[config.mk]
export PLATFORM = sky130hd
export DESIGN_NAME = hc_pred_fb_ctrl
export DESIGN_NICKNAME = d
export VERILOG_FILES = /design/src/rtl/hc_pred_fb_ctrl.sv
export SDC_FILE = /design/constraint.sdc
export NUM_CORES = 1
export LEC_CHECK = 0
export ABC_AREA = 0
export BUFFER_PORTS_ARGS = -buffer_cell sky130_fd_sc_hd__buf_4
export CORE_ASPECT_RATIO = 0.6
export CORE_MARGIN = 5
export CORE_UTILIZATION = 60
export DETAILED_ROUTE_END_ITERATION = 8
export GPL_TIMING_DRIVEN = 0
export PLACE_DENSITY = 0.77
export SYNTH_ARGS = -nofsm -noshare
export SYNTH_HDL_FRONTEND = slang
export SYNTH_SLANG_ARGS = --single-unit
[constraint.sdc]
create_clock -name clk -period 19.54 [get_ports clk]
set_input_delay 1.954 -clock clk [delete_from_list [all_inputs] [get_ports clk]]
set_output_delay 1.954 -clock clk [all_outputs]
set_load 0.05 [all_outputs]
[src/rtl/hc_pred_fb_ctrl.sv]
module hc_pred_fb_ctrl #(
  parameter int VW  = 12,
  parameter int CW  = 12,
  parameter int DW  = 16,
  parameter int DLW = 16,
  parameter int KW  = 8,
  parameter int WSH = 4,
  parameter int GSH = 6
) (
  input  logic           clk,
  input  logic           rst_n,
  input  logic           zc_strobe,
  input  logic [VW-1:0]  v_out,
  input  logic [VW-1:0]  v_set,
  input  logic [CW-1:0]  pred_dac,
  input  logic [DLW-1:0] pred_delay,
  input  logic [KW-1:0]  k_int,
  input  logic [KW-1:0]  k_dif,
  input  logic [KW-1:0]  k_gain,
  output logic [CW-1:0]  dac_code,
  output logic [DLW-1:0] delay_out
);
  localparam int XW = 48;
  localparam logic signed [XW-1:0] SMAX = (48'sd1 <<< (DW-1)) - 48'sd1;
  localparam logic signed [XW-1:0] SMIN = -SMAX - 48'sd1;
  localparam logic signed [XW-1:0] CMAX = (48'sd1 <<< CW) - 48'sd1;

  function automatic logic signed [DW-1:0] sat(input logic signed [XW-1:0] x);
    if (x > SMAX) return DW'(SMAX);
    if (x < SMIN) return DW'(SMIN);
    return DW'(x);
  endfunction

  logic signed [DW-1:0] integ_q, eprev_q;
  logic signed [DW-1:0] err, dif, integ_n, wsc, corr;
  logic signed [VW:0]   err_raw;
  logic signed [XW-1:0] ki_x, kd_x, kg_x, wsum, gprod, tot;
  logic [CW-1:0]        dac_n;

  assign err_raw = $signed({1'b0, v_set}) - $signed({1'b0, v_out});
  assign err     = sat(XW'(err_raw));
  assign dif     = sat(XW'(err) - XW'(eprev_q));
  assign integ_n = sat(XW'(integ_q) + XW'(err));
  assign ki_x    = XW'($signed({1'b0, k_int}));
  assign kd_x    = XW'($signed({1'b0, k_dif}));
  assign kg_x    = XW'($signed({1'b0, k_gain}));
  assign wsum    = XW'(integ_n) * ki_x + XW'(dif) * kd_x;
  assign wsc     = sat(wsum >>> WSH);
  assign gprod   = XW'(wsc) * kg_x;
  assign corr    = sat(gprod >>> GSH);
  assign tot     = XW'($signed({1'b0, pred_dac})) + XW'(corr);

  always_comb begin
    if (tot < 0)         dac_n = '0;
    else if (tot > CMAX) dac_n = '1;
    else                 dac_n = CW'(tot);
  end

  always_ff @(posedge clk or negedge rst_n) begin
    if (!rst_n) begin
      integ_q   <= '0;
      eprev_q   <= '0;
      dac_code  <= '0;
      delay_out <= '0;
    end else if (zc_strobe) begin
      integ_q   <= integ_n;
      eprev_q   <= err;
      dac_code  <= dac_n;
      delay_out <= pred_delay;
    end
  end
endmodule

==> results by group <==
Critical path
  • Reg-to-reg endpoint: dac_code[1]
  • Crit path top cell by count: fa_1
  • CP max stage delay: 0.58 ns
  • Crit. End Element: flip-flop
  • Worst EP required: approximately 20 ns
  • Kind of critical path: input pin to flip-flop
  • RR Startpoint: integ_q[0]
  • CP Max Fanout: 7
  • R2R depth: slightly above 80
  • Number of stages on the worst setup path: 95
  • CP Buf/Inv Count: 21
  • Slowest-stage cell, CP: fa_2
  • Worst Setup EP: dac_code[1]
  • Crit path from: v_set[0]
  • Worst setup SP type: input pin
  • Largest delay share family, worst path: compound AO/OA/AOI/OAI gates
  • Reg2Reg Setup Slack: 1.23 ns
  • Crit path DAT: 20.85 ns

Global route
  • Gr usage total: 0.348
  • GRT overflow: 0
  • Antenna violations before repair: 2
  • Vias in the first global route: between 15000 and 20000
  • Largest net degree at the start of global routing: between 50 and 60
  • First-pass GRT wire length: about 100 mm

Final layout
  • Commonest non-fill, non-tap cells in the layout: 475 x inv_1, 335 x fa_1, 323 x buf_4
  • Area growth syn-to-layout: 29.7%
  • Most common cell after layout, fill and taps aside: inv_1
  • Fill cell count: approximately 2000
  • Nets@finish: between 3000 and 4000
  • Design area: around 0.026 mm2
  • Fraction of final layout cells sized beyond drive strength 1: 0.278

Placement
  • Placed Area: 0.0213 mm2
  • GPL Wtd Cong: ~0.94
  • IO Port Bufs: between 100 and 150
  • DP Worst Slack: -3.84 ns
  • Post-DP HPWL: 47.9 mm

STA
  • Fin Setup TNS: -12.98 ns
  • Final Max Tran Viols: 0
  • Setup-failing EPs final: 12
  • Rel. slew slack: 0.450
  • Max Clock Skew: ~0.008 ns
  • Hold WS: around 0.51 ns
  • Fmax: 48.4 MHz
  • Unrepaired setup endpoints after global routing: true
  • Slack of the critical path: -1.11 ns
  • Fin crit share: 1.06
  • Minimum clock period: between 20 and 25 ns
  • Least-Margin Pin Slew: a little over 0.8 ns
  • Final Hold Viols: 0

Detailed routing
  • Initial drt markers: approximately 2000
  • Drt pass-1 iters: 8
  • Wire per inst: 22.1 um
  • Final antenna-violating net count: 0
  • Vias: approximately 18000
  • Vias per cell: between 6 and 7
  • DRC: 0
  • Final wirelength: ~68 mm

Floorplan
  • # IOs: about 110
  • Die W: approximately 240 um
  • DIE AREA: about 0.037 mm2
  • Core ar.: about 0.033 mm2
  • Initial Utilization: 0.609
  • Die Ht: roughly 150 um
  • Std cell rows: about 50

Logic synthesis
  • Main synth FF type: dfrtp_1
  • Mapped Cells: 2288
  • Ys Warns: 0
  • Yosys reg bits: slightly below 60
  • Async set-or-reset flop fraction in the synthesized netlist: 1.00
  • Post-synth cell types: 67
  • Synthesized area: roughly 0.020 mm2
  • Syn_area_per_cell: between 8 and 9 um2
  • Syn nets: just under 3000
  • Post-synth EDFFs: 0
  • Register area share after synthesis: 0.0732

Clock tree
  • CTS tree: done
  • Clock Pin Slew Worst Setup and Hold Paths: 0.06 ns
  • Clock Tree Root: clkbuf_16
  • CTS buffer count: 9
  • Clock Sinks: 58
  • Hold Buf Count CTS: 0
  • H-tree levels: 3
  • Clk buf depth: 2
  • Clk_lat worst skew: roughly 0.34 ns

Outcome
  • Status: complete, but fails checks
  • Failing checks: negative setup slack

Hold path
  • Hold Path Origin: delay_out[2]
  • HP Class: flip-flop to flip-flop

Run
  • Max Cap Viol: 0
==> cell usage after synthesis (all sizes together) (3+ instances only) <==
cell type / n / area share
a211oi: 17 / 0.0067
nor4: 6 / 0.0019
o31ai: 4 / 0.0015
o21bai: 21 / 0.0080
o211a: 3 / 0.0015
nand4: 16 / 0.0050
maj3: 5 / 0.0025
dfrtp: 58 / 0.073
nor2: 56 / 0.011
nor2b: 38 / 0.012
inv: 499 / 0.094
xnor2: 60 / 0.027
mux2i: 7 / 0.0035
o21a: 11 / 0.0042
xor2: 29 / 0.013
nor3: 9 / 0.0023
a21oi: 116 / 0.029
buf: 12 / 0.0037
a211o: 5 / 0.0022
and4: 5 / 0.0025
nand2: 241 / 0.046
mux2: 30 / 0.017
and2: 169 / 0.053
or2: 6 / 0.0019
fa: 353 / 0.36
a31oi: 11 / 0.0038
a21boi: 3 / 0.0011
nor3b: 4 / 0.0015
and3: 12 / 0.0040
a21o: 52 / 0.020
or3: 6 / 0.0019
o211ai: 19 / 0.0072
nand2b: 27 / 0.0085
a2111oi: 6 / 0.0033
clkbuf: 55 / 0.010
ha: 188 / 0.12
o21ai: 80 / 0.020
nand3: 22 / 0.0058
a31o: 4 / 0.0018
==> repair_timing <==
action / 4_1_cts / 5_1_grt
gates resized for setup: 340 / 131
buffers inserted: 173 / 72
endpoints found under the hold margin: 0 / 0
gates cloned: 5 / 0
pin swaps: 206 / 164
setup endpoints to repair: 12 / 12
==> flip-flops by register name (all words and copies together), names as in the netlist <==
| name | flops |
|---|---|
| integ_q | 16 |
| eprev_q | 14 |
| dac_code | 12 |
| delay_out | 16 |
==> routing by layer <==
layer	up-vias	part of all wire	GRT usage
li1	7880	-	-
met1	9168	0.41	0.500
met2	1223	0.44	0.528
met3	214	0.12	0.102
met4	0	0.031	0.0838
met5	-	0	0
==> worst reg2reg max path: cells and delay by family (launching register included) <==
family | cells | cell delay, ns
AOI/OAI and AO/OA | 38 | 7.62
adders and majority gates | 16 | 6.81
and+or+nand+nor | 12 | 1.77
buffers and inverters | 16 | 1.53
DFF | 1 | 0.38
xor gates and xnor gates | 1 | 0.09
==> kinds of logic after synthesis <==
group | after synthesis | synth area share
adders and majority gates | 546 | 0.478
AOI/OAI and AO/OA | 373 | 0.123
muxes | 37 | 0.0206
and+or+nand+nor | 619 | 0.158
xor gates and xnor gates | 89 | 0.0393
buffers and inverters | 566 | 0.109
DFF | 58 | 0.0732
==> how the worst min path moves through the flow <==
| stage | to | slack (ns) | cells past startpoint |
|---|---|---|---|
| global route | delay_out[7] | 0.53 | 1 |
| detailed placement | delay_out[3] | 0.50 | 1 |
| global placement | delay_out[0] | 0.49 | 1 |
| finish | delay_out[2] | 0.51 | 1 |
| CTS | delay_out[9] | 0.51 | 1 |
| floorplan | integ_q[14] | 0.48 | 2 |
==> through the flow <==
step / util / std cells
finish: 0.790 / 3070
floorplan: - / 2288
global route: 0.790 / 3068
global placement: 0.654 / 2817
detailed placement: 0.654 / 2817
CTS: 0.756 / 2997
==> final cells by class <==
cell class                 instances  area, um2  area share
multi-input combinational       1664      18300       0.710
timing repair buffer             355       2870       0.111
inverter                         499       1880      0.0731
sequential                        58       1450      0.0564
tap                              424        531      0.0206
buffer                            52        383      0.0149
clock buffer                       9        225     0.00876
clock inverter                     7        125     0.00486
antenna                            2       5.00    0.000195
Power is left out: the tool's default activity adds up to more than one toggle a clock period on the data nets, which glitch-free logic cannot reach.
